`src/rtl/tlb_cache.sv`:
```
module tlb_cache #(
  parameter int N = 8
) (
  input  logic        clk,
  input  logic        rst_n,
  input  logic        lk_req,
  input  logic [31:0] lk_vaddr,
  output logic        lk_hit,
  output logic        lk_miss,
  output logic [31:0] lk_paddr,
  output logic        lk_wr,
  output logic        lk_user,
  input  logic        fl_en,
  input  logic [31:0] fl_vaddr,
  input  logic [19:0] fl_frame,
  input  logic        fl_big,
  input  logic        fl_present,
  input  logic        fl_wr,
  input  logic        fl_user,
  input  logic        inv_en,
  input  logic [31:0] inv_vaddr,
  input  logic        base_wr
);
  localparam int IW = (N > 1) ? $clog2(N) : 1;

  logic [N-1:0] vld, big, wrb, usr;
  logic [19:0]  vpn [N];
  logic [19:0]  pfn [N];
  logic [N-1:0] lk_m, inv_m, fl_m;
  logic [IW-1:0] rr, slot;
  logic         drop, take, full;

  for (genvar g = 0; g < N; g++) begin : g_cmp
    assign lk_m[g]  = vld[g] && (big[g] ? vpn[g][19:10] == lk_vaddr[31:22]
                                        : vpn[g] == lk_vaddr[31:12]);
    assign inv_m[g] = vld[g] && (big[g] ? vpn[g][19:10] == inv_vaddr[31:22]
                                        : vpn[g] == inv_vaddr[31:12]);
    assign fl_m[g]  = vld[g] && (big[g] ? vpn[g][19:10] == fl_vaddr[31:22]
                                        : vpn[g] == fl_vaddr[31:12]);
  end

  always_comb begin
    lk_paddr = '0;
    lk_wr    = 1'b0;
    lk_user  = 1'b0;
    for (int i = 0; i < N; i++) begin
      if (lk_m[i]) begin
        lk_paddr = big[i] ? {pfn[i][19:10], lk_vaddr[21:0]} : {pfn[i], lk_vaddr[11:0]};
        lk_wr    = wrb[i];
        lk_user  = usr[i];
      end
    end
  end

  assign lk_hit  = lk_req && (|lk_m);
  assign lk_miss = lk_req && !(|lk_m);

  assign drop = base_wr || (inv_en && (fl_big ? inv_vaddr[31:22] == fl_vaddr[31:22]
                                              : inv_vaddr[31:12] == fl_vaddr[31:12]));
  assign take = fl_en && fl_present && !drop;
  assign full = &vld;

  always_comb begin
    slot = rr;
    for (int i = N - 1; i >= 0; i--)
      if (!vld[i]) slot = IW'(i);
    for (int i = N - 1; i >= 0; i--)
      if (fl_m[i]) slot = IW'(i);
  end

  always_ff @(posedge clk) begin
    if (!rst_n) begin
      vld <= '0;
      rr  <= '0;
    end else begin
      if (base_wr)     vld <= '0;
      else if (inv_en) vld <= vld & ~inv_m;
      if (take) begin
        vld[slot] <= 1'b1;
        if (full && !(|fl_m))
          rr <= (rr == IW'(N - 1)) ? '0 : rr + 1'b1;
      end
    end
  end

  always_ff @(posedge clk) begin
    if (take) begin
      vpn[slot] <= fl_vaddr[31:12];
      pfn[slot] <= fl_frame;
      big[slot] <= fl_big;
      wrb[slot] <= fl_wr;
      usr[slot] <= fl_user;
    end
  end
endmodule

```
`config.mk`:
```
export PLATFORM = sky130hd
export DESIGN_NAME = tlb_cache
export DESIGN_NICKNAME = d
export VERILOG_FILES = /design/src/rtl/tlb_cache.sv
export SDC_FILE = /design/constraint.sdc
export NUM_CORES = 1
export LEC_CHECK = 0
export BUFFER_PORTS_ARGS = -buffer_cell sky130_fd_sc_hd__buf_2
export CORE_ASPECT_RATIO = 1.25
export CORE_MARGIN = 5
export CORE_UTILIZATION = 56
export DETAILED_ROUTE_END_ITERATION = 7
export GPL_TIMING_DRIVEN = 0
export PLACE_DENSITY = 0.81
export SLEW_MARGIN = 20
export SYNTH_ARGS = -nofsm -noshare
export SYNTH_HDL_FRONTEND = slang
export SYNTH_SLANG_ARGS = --single-unit
```
`constraint.sdc`:
```
create_clock -name clk -period 12.17 [get_ports clk]
set_clock_uncertainty 0.05 [all_clocks]
set_input_delay 1.217 -clock clk [delete_from_list [all_inputs] [get_ports clk]]
set_output_delay 1.217 -clock clk [all_outputs]
set_load 0.02 [all_outputs]
```
After elaboration in Yosys (flattened, before gate mapping). Memory sizes are Yosys's and may differ from the RTL's. Cells that the tools add are included.

$add $sub $neg: 1. Magnitude comparators: 2. Equal/unequal tests: 51. Multiplexer cells: 85. Bitwise logic cells: 3. Reductions and logical operators: 39.

Operator list (number): 20-bit equality test (25); 32-bit 2-to-1 mux (8); 10-bit equality test (25); 22-bit 2-to-1 mux (8); 3-bit 2-to-1 mux (17); 1-bit 2-to-1 mux (44); 8-bit 2-to-1 mux (4); 1-bit logical AND (31); 8-bit bitwise mux (3); 8-bit OR reduction (2); 8-bit bitwise AND (1); 8-bit NOT (1); 8-bit bitwise OR (1); 8-bit AND reduction (1); 3-bit by 4-bit less-than comparator with 1-bit output (second input constant) (1); 3-bit by 1-bit adder with 3-bit output (second input constant) (1); 1-bit demux with 3-bit select (1); 3-bit equality test (second input constant) (1); 3-bit by 1-bit >= comparator with 1-bit output (second input constant) (1); 1-bit zero test (3); 2-bit AND reduction (1); 1-bit logical OR (1).

Flip-flop bits (word level): 35. Bits in writable memories: 320. Input bits: 126. Output and inout bits: 36. Logic and storage cells: 188. Memories kept: 2.

Memories: pfn (words 8, bits a word 20, read ports 8, clocked after memory_dff 0, wr ports 1, line 28) `logic [19:0] pfn [N];`; vpn (words 8, bits a word 20, read ports 8, clocked after memory_dff 0, wr ports 1, line 27) `logic [19:0] vpn [N];`.

Logic depth before layout (Yosys ltp).
Word-level depth: 22. Mapped depth: 12. Mapped depth without buffers: 9.

Worst setup path after synthesis. Ideal clock, no wire load.

Kind: in2reg. From: input fl_vaddr[15]. To: register big[0], enable pin. Library setup time: 0.443 ns. Arrival: 4.914 ns. Data required time: 11.677 ns. Path slack: 6.763 ns. Stages on the path: 10. Path through: buf_2 -> xor2_1 -> nor4_1 -> a41oi_1 -> or4_1 -> o21ai_0 -> a21oi_1 -> o21bai_1 -> a21oi_1 -> nor2_1.

Word-level cells in the longest chain between the ends: 6.

Ends and longest elaborated chain: start: declaration (line 14) `input logic [31:0] fl_vaddr,`; 20-bit equality test (line 59) `: inv_vaddr[31:12] == fl_vaddr[31:12]));`; 1-bit 2-to-1 mux (line 58) `assign drop = base_wr || (inv_en && (fl_big ? inv_vaddr[31:22] == fl_vaddr[31:22]`; 1-bit logical AND (line 58); 1-bit logical OR (line 58); 1-bit zero test (line 60) `assign take = fl_en && fl_present && !drop;`; 1-bit logical AND (line 60); end signal: indexed assignment (line 90) `big[slot] <= fl_big;`; end: declaration (line 26) `logic [N-1:0] vld, big, wrb, usr;`.

No other way between the ends. A chain may end at the register's enable or synchronous reset.

Worst setup path in the final report.
From: input lk_vaddr[17]. To: output lk_paddr[15].

Word-level cells in the longest chain between the ends: 11.

Ends and longest elaborated chain: start: declaration (line 7) `input logic [31:0] lk_vaddr,`; 20-bit equality test (line 35) `: vpn[g] == lk_vaddr[31:12]);`; 1-bit 2-to-1 mux (line 34) `assign lk_m[g] = vld[g] && (big[g] ? vpn[g][19:10] == lk_vaddr[31:22]`; 1-bit logical AND (line 34); 32-bit 2-to-1 mux (7 in series) (line 47) `if (lk_m[i]) begin`; 32-bit 2-to-1 mux * (line 47); end: declaration (line 10) `output logic [31:0] lk_paddr,`.

Every way passes the cells marked *; elsewhere a longest branch is shown, timed or not.

==> metrics.md <==
| Metric | Value |
|---|---|
| Post-synthesis net count | `1,691` |
| Final worst slack | `6.065 ns` |
| Dpl cells | `2,143` |
| Overall power | `2.591 mW` |
| Period utilization | `about half` |
| Met1 usage | `38.38%` |
| Post-placement setup slack | `about 6.2 ns` |
| Pin count of the biggest net entering global routing | `24` |
| Number of I/O pins | `around 160` |
| Worst Setup End Kind | `primary output` |
| R2r startpoint | `vpn[2][5]` |
| Clock Sinks | `between 300 and 400` |
| Antenna violations before repair | `3` |
| Clk_lat worst skew | `0.54 ns` |
| Hold_sp | `rr[2]` |
| Ys Warns | `0` |
| Net count reported at finish | `1,841` |
| Ys async rst share | `0%` |
| Critical path, cell by cell | `buf_2 > buf_2 > xnor2_1 > nand4_1 > nor4_1 > nand4b_1 > clkbuf_1 > mux2_2 > a21oi_1 > nor3_1 > buf_2` |
| Total congestion overflow | `0` |
| DR iter-0 viols | `around 1,900` |
| Clock transition at the registers of the reported paths | `0.06 ns` |
| Buffer and inverter count on the worst path | `4` |
| Yosys top cell area share | `52.97%` |
| Clock period minus worst slack | `6.105 ns` |
| Grt met2 use | `50.89%` |
| Mean post-synth cell area | `about 12 um2` |
| # DRC | `0` |
| Vias in the first global route | `14,330` |
| Row count | `76` |
| Sequential area share after synthesis | `approximately 54%` |
| Final hold vios | `0` |
| Chip Height | `218.6 um` |
| Fmax | `~160 MHz` |
| Library cells used by synthesis | `64` |
| EDFF count, synth | `~340` |
| Number of synthesized register bits | `355` |
| Met3 Resource Use GR | `6.436%` |
| IO Port Bufs | `96` |
| Max-slew violation count | `0` |
| Worst hold path class | `flip-flop to flip-flop` |
| Post-synthesis compound-gate area fraction | `6.294%` |
| RSZ-0062 raised after global routing | `no` |
| Total track usage | `between 30% and 40%` |
| Post-CTS Setup Bufs | `0` |
| Clk Tree Root Cell | `clkbuf_16` |
| Synth area leaders | `edfxtp_1, xnor2_1, xor2_1, mux2i_1, nand4_1` |
| Pwr/cell area | `117.2 mW/mm2` |
| Slowest-stage cell, CP | `nand4b_1` |
| CTS tree | `done` |
| Leakage | `around 7.4 nW` |
| Largest family of logic cells by synthesized area | `XOR/XNOR gates` |
| Synthesized area | `approximately 0.02 mm2` |
| # Max-Cap Violations | `0` |
| HPWL Detailed | `41.94 mm` |
| Non-filler cells, final | `roughly 2,200` |
| Worst path top cell family by delay | `simple AND/OR/NAND/NOR gates` |
| Detailed Routing Iterations Pass 1 | `7` |
| Most used cell along the critical path | `buf_2` |
| Delay of the slowest cell on the worst path | `0.58 ns` |
| Mux cell area share after synthesis | `4.632%` |
| GP Congestion | `1.020` |
| Maximum clock path buffer count | `3` |
| Adder-cell area share of the yosys netlist | `0.1283%` |
| Status | `finished, final reports clean` |
| Critical path startpoint | `lk_vaddr[17]` |
| Critical Setup Path Class | `primary input to primary output` |
| CTS Buf Count | `36` |
| Most Crowded Layer GR | `met2` |
| Layout cells sized above 1 | `16.35%` |
| Vias post-DR | `14,360` |
| Top FF cell, synth | `edfxtp_1` |
| First-pass GRT wire length | `89.24 mm` |
| Core area | `0.03442 mm2` |
| Final wirelength | `around 62 mm` |
| CP Data Required Time | `10.90 ns` |
| Post-synthesis xor/xnor area fraction | `between 20% and 30%` |
| Initial Utilization | `56.66%` |
| Nature of the critical path startpoint | `primary input` |
| H-tree Lvls | `2` |
| Max VDD drop | `90.76 uV` |
| Setup TNS | `0 ns` |
| Die span in x | `around 180 um` |
| Arr. time, crit path | `4.84 ns` |
| Post-Synthesis Cells | `approximately 1,600` |
| Slew Limit Headroom | `a little under a quarter` |
| Setup violators final | `0` |
| Worst-Margin Slew | `approximately 1.2 ns` |
| Hold buffer count at CTS | `0` |
| Crit-path max FO | `10` |
| Post-cts resize count | `0` |
| Area leader, netlist | `edfxtp_1` |
| Avg WL per Cell | `28.13 um` |
| Die footprint | `~0.039 mm2` |
| Post-Synth Simple-Gate Area | `9.553%` |
| Vias per inst | `6.509` |
| P&R area growth vs syn | `13.35%` |
| Routed Antenna Nets | `0` |
==> area by class of cell <==
type / instances / area (um2)
Sequential cell: 355 / 10550
Tap cell: 468 / 585.6
Fill cell: 2593 / 12320
Antenna cell: 1 / 2.502
Multi-Input combinational cell: 1098 / 8484
Timing Repair Buffer: 112 / 868.3
Clock buffer: 41 / 919.6
Buffer: 100 / 518.0
Inverter: 10 / 37.54
Clock inverter: 21 / 140.1
==> layer usage <==
metal	routed length [um]	up-vias
met5	30	-
met4	4167	4
met3	6673	276
met2	29400	1056
met1	21790	6973
li1	-	6050
==> cells in the mapped netlist, types with 3 or more instances <==
master and number:
edfxtp_1 344, xnor2_1 318, xor2_1 182, nand4_1 66, nand2_1 64, nor4_1 64, mux2i_1 61, buf_2 50
nor2_1 44, nand3_1 37, clkbuf_1 34, o21ai_0 31, mux2_2 26, a21oi_1 23, a41oi_1 20, and2_1 16
a211oi_1 13, o22ai_1 12, dfxtp_1 11, o211ai_1 10, nor2b_1 9, nor3_1 9, a22oi_1 8, a32oi_1 8
inv_1 8, or2_2 8, or4_1 8, o31ai_1 7, buf_4 6, buf_6 6, a21o_1 4, a221oi_1 4
o221ai_1 4, a2111oi_0 3, a211o_1 3, a211oi_2 3, buf_1 3, o22a_1 3, o41ai_1 3
==> per-stage QoR <==
step                      instance area (um2)  util, %  hold slack, ns
after floorplan                         19500        -          0.4411
after global placement                  20570    59.75          0.4818
after detailed placement                21040    61.13          0.4963
after CTS                               22100    64.21          0.5075
after global routing                    22110    64.22          0.5312
final                                   22110    64.22          0.5137
==> path summary, 6_finish.rpt <==
path / endpoint / slack, ns / cells after the start
max: lk_paddr[15] / 6.06 / 11
min: rr[2] / 0.51 / 2
max reg2reg: pfn[3][10] / 7.72 / 11
min reg2reg: rr[2] / 0.51 / 2
==> flip-flops by register name (all words and copies together), names as in the netlist <==
name  count
big       8
pfn     160
rr        3
usr       8
vld       8
vpn     160
wrb       8
==> placed cells by master (no fill, tap or decap), types with 37 or more instances in the layout <==
cell type / netlist / final
edfxtp_1: 344 / 344
mux2i_1: 61 / 61
nor4_1: 64 / 61
nand4_1: 66 / 66
nand3_1: 37 / 37
xnor2_1: 318 / 318
xor2_1: 182 / 182
clkbuf_1: 34 / 38
buf_2: 50 / 147
nand2_1: 64 / 64
==> kinds of logic after synthesis <==
group / after synthesis
AO/OA/AOI/OAI: 170
XOR/XNOR: 500
adder cells (fa/ha/maj): 2
buffers and inverters: 110
flip-flops: 355
multiplexers: 87
AND/OR/NAND/NOR: 339
==> power by group <==
part	switching, mW	total [mW]	internal (mW)
logic	0.139	0.215	0.0761
clock network	0.462	1.03	0.565
registers	0.00420	1.35	1.34
==> worst reg2reg max path: stages, from the launching register on <==
cell and delay (ns):
edfxtp_1 0.46, xor2_1 0.19, nor4_1 0.35, a41oi_1 0.40, nor4_1 0.89, nor2_1 0.16
o21ai_0 0.16, and2_1 0.18, nand2_1 0.20, nor2_4 0.69, buf_16 0.24, buf_16 0.17
Power figures use the tool's default switching activity.
